$ cat src/rtl/ptp_ts_pkg.sv
package ptp_ts_pkg;

  localparam logic [3:0] MSG_SYNC    = 4'd0;
  localparam logic [3:0] MSG_DLY_REQ = 4'd1;

  localparam int TIME_W = 64;
  localparam int SRC_W  = 48;
  localparam int SEQ_W  = 16;

  function automatic int max3(input int a, input int b, input int c);
    int m;
    m = (a > b) ? a : b;
    return (m > c) ? m : c;
  endfunction

  function automatic logic [3:0] wanted_type(input logic is_tx, input logic master);
    // master: rx Delay_Req, tx Sync; slave: rx Sync, tx Delay_Req
    return (is_tx ^ master) ? MSG_DLY_REQ : MSG_SYNC;
  endfunction

endpackage

$ cat src/rtl/ptp_ts_field_asm.sv
module ptp_ts_field_asm
  import ptp_ts_pkg::*;
#(
  parameter int TYPE_OFS = 0,
  parameter int SRC_OFS  = 2,
  parameter int SEQ_OFS  = 8,
  parameter int LAST_OFS = 9,
  parameter int CW       = 4
) (
  input  logic             clk,
  input  logic             rst_n,
  input  logic             sof,
  input  logic             valid,
  input  logic [7:0]       data,
  output logic             done,
  output logic [3:0]       type_nxt,
  output logic [SRC_W-1:0] src_nxt,
  output logic [SEQ_W-1:0] seq_nxt
);

  localparam int SRC_BYTES = SRC_W / 8;
  localparam int SEQ_BYTES = SEQ_W / 8;
  localparam logic [CW-1:0] TYPE_IDX = CW'(TYPE_OFS);
  localparam logic [CW-1:0] SRC_LO   = CW'(SRC_OFS);
  localparam logic [CW-1:0] SRC_HI   = CW'(SRC_OFS + SRC_BYTES - 1);
  localparam logic [CW-1:0] SEQ_LO   = CW'(SEQ_OFS);
  localparam logic [CW-1:0] SEQ_HI   = CW'(SEQ_OFS + SEQ_BYTES - 1);
  localparam logic [CW-1:0] LAST_IDX = CW'(LAST_OFS);

  logic [CW-1:0]    cnt_q;
  logic             act_q;
  logic [3:0]       type_q;
  logic [SRC_W-1:0] src_q;
  logic [SEQ_W-1:0] seq_q;

  logic [CW-1:0] idx;
  logic          take;
  logic          in_src, in_seq;

  always_comb begin
    idx    = sof ? '0 : cnt_q;
    take   = valid && (sof || act_q);
    in_src = (idx >= SRC_LO) && (idx <= SRC_HI);
    in_seq = (idx >= SEQ_LO) && (idx <= SEQ_HI);
    done   = take && (idx == LAST_IDX);

    type_nxt = type_q;
    if (take && idx == TYPE_IDX) type_nxt = data[3:0];

    src_nxt = src_q;
    if (take && in_src) src_nxt = {src_q[SRC_W-9:0], data};

    seq_nxt = seq_q;
    if (take && in_seq) seq_nxt = {seq_q[SEQ_W-9:0], data};
  end

  always_ff @(posedge clk) begin
    if (!rst_n) begin
      cnt_q  <= '0;
      act_q  <= 1'b0;
      type_q <= '0;
      src_q  <= '0;
      seq_q  <= '0;
    end else begin
      type_q <= type_nxt;
      src_q  <= src_nxt;
      seq_q  <= seq_nxt;
      if (sof) begin
        act_q <= 1'b1;
        cnt_q <= '0;
      end
      if (take) begin
        cnt_q <= idx + 1'b1;
        if (idx == LAST_IDX) act_q <= 1'b0;
      end
    end
  end

endmodule

$ cat src/rtl/ptp_ts_capture.sv
module ptp_ts_capture
  import ptp_ts_pkg::*;
(
  input  logic              clk,
  input  logic              rst_n,
  input  logic              sof,
  input  logic [TIME_W-1:0] time_now,
  input  logic              done,
  input  logic [3:0]        want_type,
  input  logic [3:0]        type_nxt,
  input  logic [SRC_W-1:0]  src_nxt,
  input  logic [SEQ_W-1:0]  seq_nxt,
  input  logic              clr,
  output logic [TIME_W-1:0] ts,
  output logic [SRC_W-1:0]  src_id,
  output logic [SEQ_W-1:0]  seq,
  output logic              flag
);

  logic [TIME_W-1:0] ts_pend_q;
  logic              hit;

  assign hit = done && (type_nxt == want_type);

  always_ff @(posedge clk) begin
    if (!rst_n) begin
      ts_pend_q <= '0;
      ts        <= '0;
      src_id    <= '0;
      seq       <= '0;
      flag      <= 1'b0;
    end else begin
      if (sof) ts_pend_q <= time_now;
      if (hit) begin
        ts     <= sof ? time_now : ts_pend_q;
        src_id <= src_nxt;
        seq    <= seq_nxt;
      end
      if (hit)      flag <= 1'b1;
      else if (clr) flag <= 1'b0;
    end
  end

endmodule

$ cat src/rtl/ptp_event_timestamper.sv
module ptp_event_timestamper
  import ptp_ts_pkg::*;
#(
  parameter int TYPE_OFS = 0,
  parameter int SRC_OFS  = 2,
  parameter int SEQ_OFS  = 8
) (
  input  logic              clk,
  input  logic              rst_n,
  input  logic              mode_master,
  input  logic [TIME_W-1:0] time_now,
  input  logic              rx_sof,
  input  logic              rx_valid,
  input  logic [7:0]        rx_data,
  input  logic              rx_flag_clr,
  input  logic              tx_sof,
  input  logic              tx_valid,
  input  logic [7:0]        tx_data,
  input  logic              tx_flag_clr,
  output logic [TIME_W-1:0] rx_ts,
  output logic [SRC_W-1:0]  rx_src_id,
  output logic [SEQ_W-1:0]  rx_seq,
  output logic              rx_flag,
  output logic [TIME_W-1:0] tx_ts,
  output logic [SRC_W-1:0]  tx_src_id,
  output logic [SEQ_W-1:0]  tx_seq,
  output logic              tx_flag
);

  localparam int LAST_OFS = max3(TYPE_OFS, SRC_OFS + SRC_W/8 - 1, SEQ_OFS + SEQ_W/8 - 1);
  localparam int CW       = $clog2(LAST_OFS + 2);
  localparam int NDIR     = 2;

  logic              sof_a   [NDIR];
  logic              val_a   [NDIR];
  logic [7:0]        dat_a   [NDIR];
  logic              clr_a   [NDIR];
  logic [TIME_W-1:0] ts_a    [NDIR];
  logic [SRC_W-1:0]  src_a   [NDIR];
  logic [SEQ_W-1:0]  seq_a   [NDIR];
  logic              flag_a  [NDIR];

  assign sof_a[0] = rx_sof;   assign sof_a[1] = tx_sof;
  assign val_a[0] = rx_valid; assign val_a[1] = tx_valid;
  assign dat_a[0] = rx_data;  assign dat_a[1] = tx_data;
  assign clr_a[0] = rx_flag_clr; assign clr_a[1] = tx_flag_clr;

  for (genvar d = 0; d < NDIR; d++) begin : g_dir
    logic             done;
    logic [3:0]       type_nxt;
    logic [SRC_W-1:0] src_nxt;
    logic [SEQ_W-1:0] seq_nxt;
    logic [3:0]       want;

    assign want = wanted_type(1'(d), mode_master);

    ptp_ts_field_asm #(
      .TYPE_OFS(TYPE_OFS), .SRC_OFS(SRC_OFS), .SEQ_OFS(SEQ_OFS),
      .LAST_OFS(LAST_OFS), .CW(CW)
    ) u_asm (
      .clk(clk), .rst_n(rst_n), .sof(sof_a[d]), .valid(val_a[d]), .data(dat_a[d]),
      .done(done), .type_nxt(type_nxt), .src_nxt(src_nxt), .seq_nxt(seq_nxt)
    );

    ptp_ts_capture u_cap (
      .clk(clk), .rst_n(rst_n), .sof(sof_a[d]), .time_now(time_now),
      .done(done), .want_type(want), .type_nxt(type_nxt),
      .src_nxt(src_nxt), .seq_nxt(seq_nxt), .clr(clr_a[d]),
      .ts(ts_a[d]), .src_id(src_a[d]), .seq(seq_a[d]), .flag(flag_a[d])
    );
  end

  assign rx_ts = ts_a[0];   assign rx_src_id = src_a[0];
  assign rx_seq = seq_a[0]; assign rx_flag = flag_a[0];
  assign tx_ts = ts_a[1];   assign tx_src_id = src_a[1];
  assign tx_seq = seq_a[1]; assign tx_flag = flag_a[1];

endmodule

$ cat config.mk
export PLATFORM = sky130hd
export DESIGN_NAME = ptp_event_timestamper
export DESIGN_NICKNAME = d
export VERILOG_FILES = /design/src/rtl/ptp_ts_pkg.sv /design/src/rtl/ptp_ts_field_asm.sv /design/src/rtl/ptp_ts_capture.sv /design/src/rtl/ptp_event_timestamper.sv
export SDC_FILE = /design/constraint.sdc
export NUM_CORES = 1
export LEC_CHECK = 0
export BUFFER_PORTS_ARGS = -buffer_cell sky130_fd_sc_hd__buf_2
export CAP_MARGIN = 20
export CORE_UTILIZATION = 60
export CTS_CLUSTER_DIAMETER = 100
export DETAILED_ROUTE_END_ITERATION = 10
export GPL_ROUTABILITY_DRIVEN = 1
export HOLD_SLACK_MARGIN = 0.12
export PLACE_DENSITY = 0.83
export SLEW_MARGIN = 30
export SYNTH_ARGS = -nofsm -noshare
export SYNTH_HDL_FRONTEND = slang
export SYNTH_HIERARCHICAL = 1
export SYNTH_SLANG_ARGS = --single-unit
$ cat constraint.sdc
create_clock -name clk -period 5.9 [get_ports clk]
set_clock_uncertainty 0.2 [all_clocks]
set_input_delay 0 -clock clk [delete_from_list [all_inputs] [get_ports clk]]
set_output_delay 0 -clock clk [all_outputs]
set_load 0.05 [all_outputs]
==> impl_metrics.yaml <==
synth:
  synthArstFlopShare_pct: 0
  synth_cells: 2226
  ys_top_cells_by_area: "dfxtp_1, mux2i_1, nand2_1"
  yosys.area.top_type: "dfxtp_1"
  ys.flop_type: "dfxtp_1"
  seq_area_frac_synth_pct: 49.8
  synth_cell_types: 39
  synth_top_cell_area_share_pct: 49.8
  avgSynthCellArea_um2: 9.62
  yosys_register_bits: 532
  synth_edf_count: 0
  yosysWarnings: 6
  netlist_area_um2: 21400
global_routing:
  grt_pass1_wl_um: 92400
  grt.total_usage_pct: 31.6
  antenna_found_initial: 1
  overflow: 0
  grt_pass1_vias: 17800
  grt_max_degree: 252
placement:
  gp_congestion: 0.840
  port_buffers: 346
  dp_hpwl_um: 32100
  dpl.cell_count: 2875
timing:
  worst_pin_slew_ns: 1.03
  setup_viol: 0
  fin_crit_sh_pct: 65.2
  finalHoldViolations: 0
  drv_slew: 0
  rsz0062_at_grt: "false"
  timing.setup.tns_ns: 0
  max_freq_ghz: 0.260
  maxSlewHeadroom_pct: 31.5
  finalCriticalPeriod_ns: 3.85
cts:
  h-tree-depth: 2
  cts-root-buf: "clkbuf_16"
  cts_resized: 0
  clock_latency_ns: 0.59
  cts_tree: "done"
  cts_sinks: 532
  cts.clk_slew.worst_paths_ns: 0.07
  cts_made_buffers: 52
  cts_setup_buffers: 0
  clockBufferDepth: 3
route:
  antenna_left: 0
  viasPerCell: 5.60
  dr.pass1.iters: 5
  wire_per_inst_um: 18.8
  vias: 17700
  routed_wirelength_um: 59300
  drc: 0
  initialDrtViolationCount: 1064
power:
  seq_power_share_pct: 47.7
  pwr-share-clk_pct: 46.6
  power_mw: 7.70
  pwr-share-comb_pct: 5.7
  pwr_density_cell_nw_per_um2: 288
  switching_share_pct: 22.3
  vdd_ir_drop_max_uv: 317
  power.internal_mw: 5.98
  leakage_nw: 12.1
  netSwitchingPower_mw: 1.71
die:
  fp.dieW_um: 191
  start_util_pct: 61.5
  core-area_um2: 34800
  pin_count: 347
  rows: 68
  die-area_um2: 36400
  die_h_um: 191
worst_setup_path:
  cp-end-kind: "register"
  worstPathArrival_ns: 4.15
  crit_fanout: 26
  worst_ep_required_time_ns: 6.20
  worstSetupPathType: "register to register"
  cp-start-kind: "register"
  r2r_cells: 8
cells_and_area:
  nets: 2742
  post-route-util_pct: 76.9
  drive_above_1_share_pct: 19.6
  area_growth_pct: 25.0
  instances_no_fill: 3151
  n_fill_cell: 2126
worst_hold_path:
  hold_depth: 4
  hold_path.class: "input port to register"
flow_run:
  maxCapViolations: 0
run_status:
  outcome: "finished clean"
==> metrics by stage <==
step	area, µm²	hold WS [ns]	worst slack (ns)
2_1_floorplan	21400	-0.0579	3.10
3_3_place_gp	23100	0.101	2.27
3_5_place_dp	23100	0.109	2.06
4_1_cts	26700	0.121	2.06
5_1_grt	26700	0.155	1.89
6_report	26700	0.136	2.05
==> flip-flops by register name, indices dropped and copies added, names as in the netlist <==
register,flops
g_dir.u_cap/ts,128
g_dir.u_cap/ts_pend_q,128
g_dir.u_asm/src_q,96
g_dir.u_cap/src_id,96
g_dir.u_asm/seq_q,32
g_dir.u_cap/seq,32
g_dir.u_asm/cnt_q,8
g_dir.u_asm/type_q,8
g_dir.u_asm/act_q,2
g_dir.u_cap/flag,2
==> critical path, stage by stage (launching register included) <==
cell and delay (ns):
dfxtp_1 0.58, nor4_2 0.11, o21bai_1 0.34, mux2_2 0.40
a222oi_1 0.37, nor4b_4 0.80, buf_4 0.51, buf_4 0.23
mux2i_1 0.20
==> power groups by stage <==
stage,combinational [mW],clock [mW],sequential [mW]
2_1_floorplan,0.230,0,3.74
3_3_place_gp,0.308,0,3.75
3_5_place_dp,0.319,0,3.75
4_1_cts,0.415,3.60,3.67
5_1_grt,0.465,3.78,3.67
6_report,0.439,3.59,3.67
==> area by class of cell <==
| type | instances | area [µm²] | area share (%) |
|---|---|---|---|
| flip-flops and latches | 532 | 10700 | 39.8 |
| well taps | 455 | 569 | 2.13 |
| multi-input cells | 1518 | 9930 | 37.1 |
| clock buffers | 65 | 1450 | 5.43 |
| diodes | 1 | 2.50 | 0.00936 |
| repair buffers | 538 | 3690 | 13.8 |
| inverters | 11 | 46.3 | 0.173 |
| clock inverters | 31 | 399 | 1.49 |
==> path summary, 6_finish.rpt <==
path                                                     end  slack (ns)                      from
worst max register to register     g_dir[1].u_cap/src_id[36]        2.05   g_dir[1].u_asm/cnt_q[1]
worst max-delay path               g_dir[1].u_cap/src_id[36]        2.05   g_dir[1].u_asm/cnt_q[1]
worst min register to register      g_dir[1].u_cap/src_id[6]        0.25  g_dir[1].u_cap/src_id[6]
worst min-delay path            g_dir[1].u_cap/ts_pend_q[57]        0.14              time_now[57]
==> cell usage after synthesis, types with 4 or more instances <==
| library cell | count |
|---|---|
| dfxtp_1 | 532 |
| nand2_1 | 404 |
| mux2i_1 | 268 |
| nand3_1 | 134 |
| and2_1 | 130 |
| nor2b_1 | 130 |
| a21oi_1 | 128 |
| mux2_1 | 102 |
| o21ai_0 | 92 |
| clkbuf_1 | 88 |
| buf_2 | 40 |
| mux2_2 | 36 |
| buf_4 | 34 |
| o21ai_1 | 20 |
| o21ai_2 | 20 |
| inv_1 | 9 |
| clkbuf_2 | 8 |
| nand2b_1 | 4 |
| nor2_1 | 4 |
| o21ba_2 | 4 |
| o22ai_1 | 4 |
==> layer usage <==
metal	vias up	wire (µm)	track usage, %
met1	8416	23500	36.9
met4	0	2870	17.3
met5	-	0	0
met2	725	28800	53.9
li1	8315	-	-
met3	196	4180	6.42
==> cells by family (layout without fill, tap and decap cells) <==
| kind of cell | Yosys count | count (layout) | synth area share [%] |
|---|---|---|---|
| other | 1 | 9 | 0.0175 |
| AND/OR/NAND/NOR | 822 | 822 | 19.0 |
| multiplexers | 406 | 406 | 19.8 |
| flip-flops | 532 | 532 | 49.8 |
| AO/OA/AOI/OAI | 278 | 278 | 7.14 |
| buffers and inverters | 183 | 645 | 4.16 |
| XOR/XNOR | 4 | 4 | 0.164 |
==> cells in the final DEF (no fill, tap or decap), types with 4 or more instances in the layout <==
cell type / count
o21ai_2: 20
nor2_1: 4
mux2_1: 102
inv_1: 7
clkbuf_8: 8
nand3_1: 134
mux2_2: 36
bufinv_16: 9
mux2i_1: 268
nand2_1: 404
o22ai_1: 4
dlygate4sd3_1: 178
dfxtp_1: 532
conb_1: 8
buf_2: 343
clkbuf_1: 4
buf_4: 11
a21oi_1: 128
nor2b_1: 130
o21ai_1: 20
and2_1: 130
nand2b_1: 4
clkbuf_16: 53
o21ai_0: 92
clkinv_2: 16
==> what timing repair did <==
item	in CTS	in global routing
hold buffers	178	0
endpoints found under the hold margin	462	0
endpoints found under the setup margin	0	0
(Power assumes the default switching activity.)
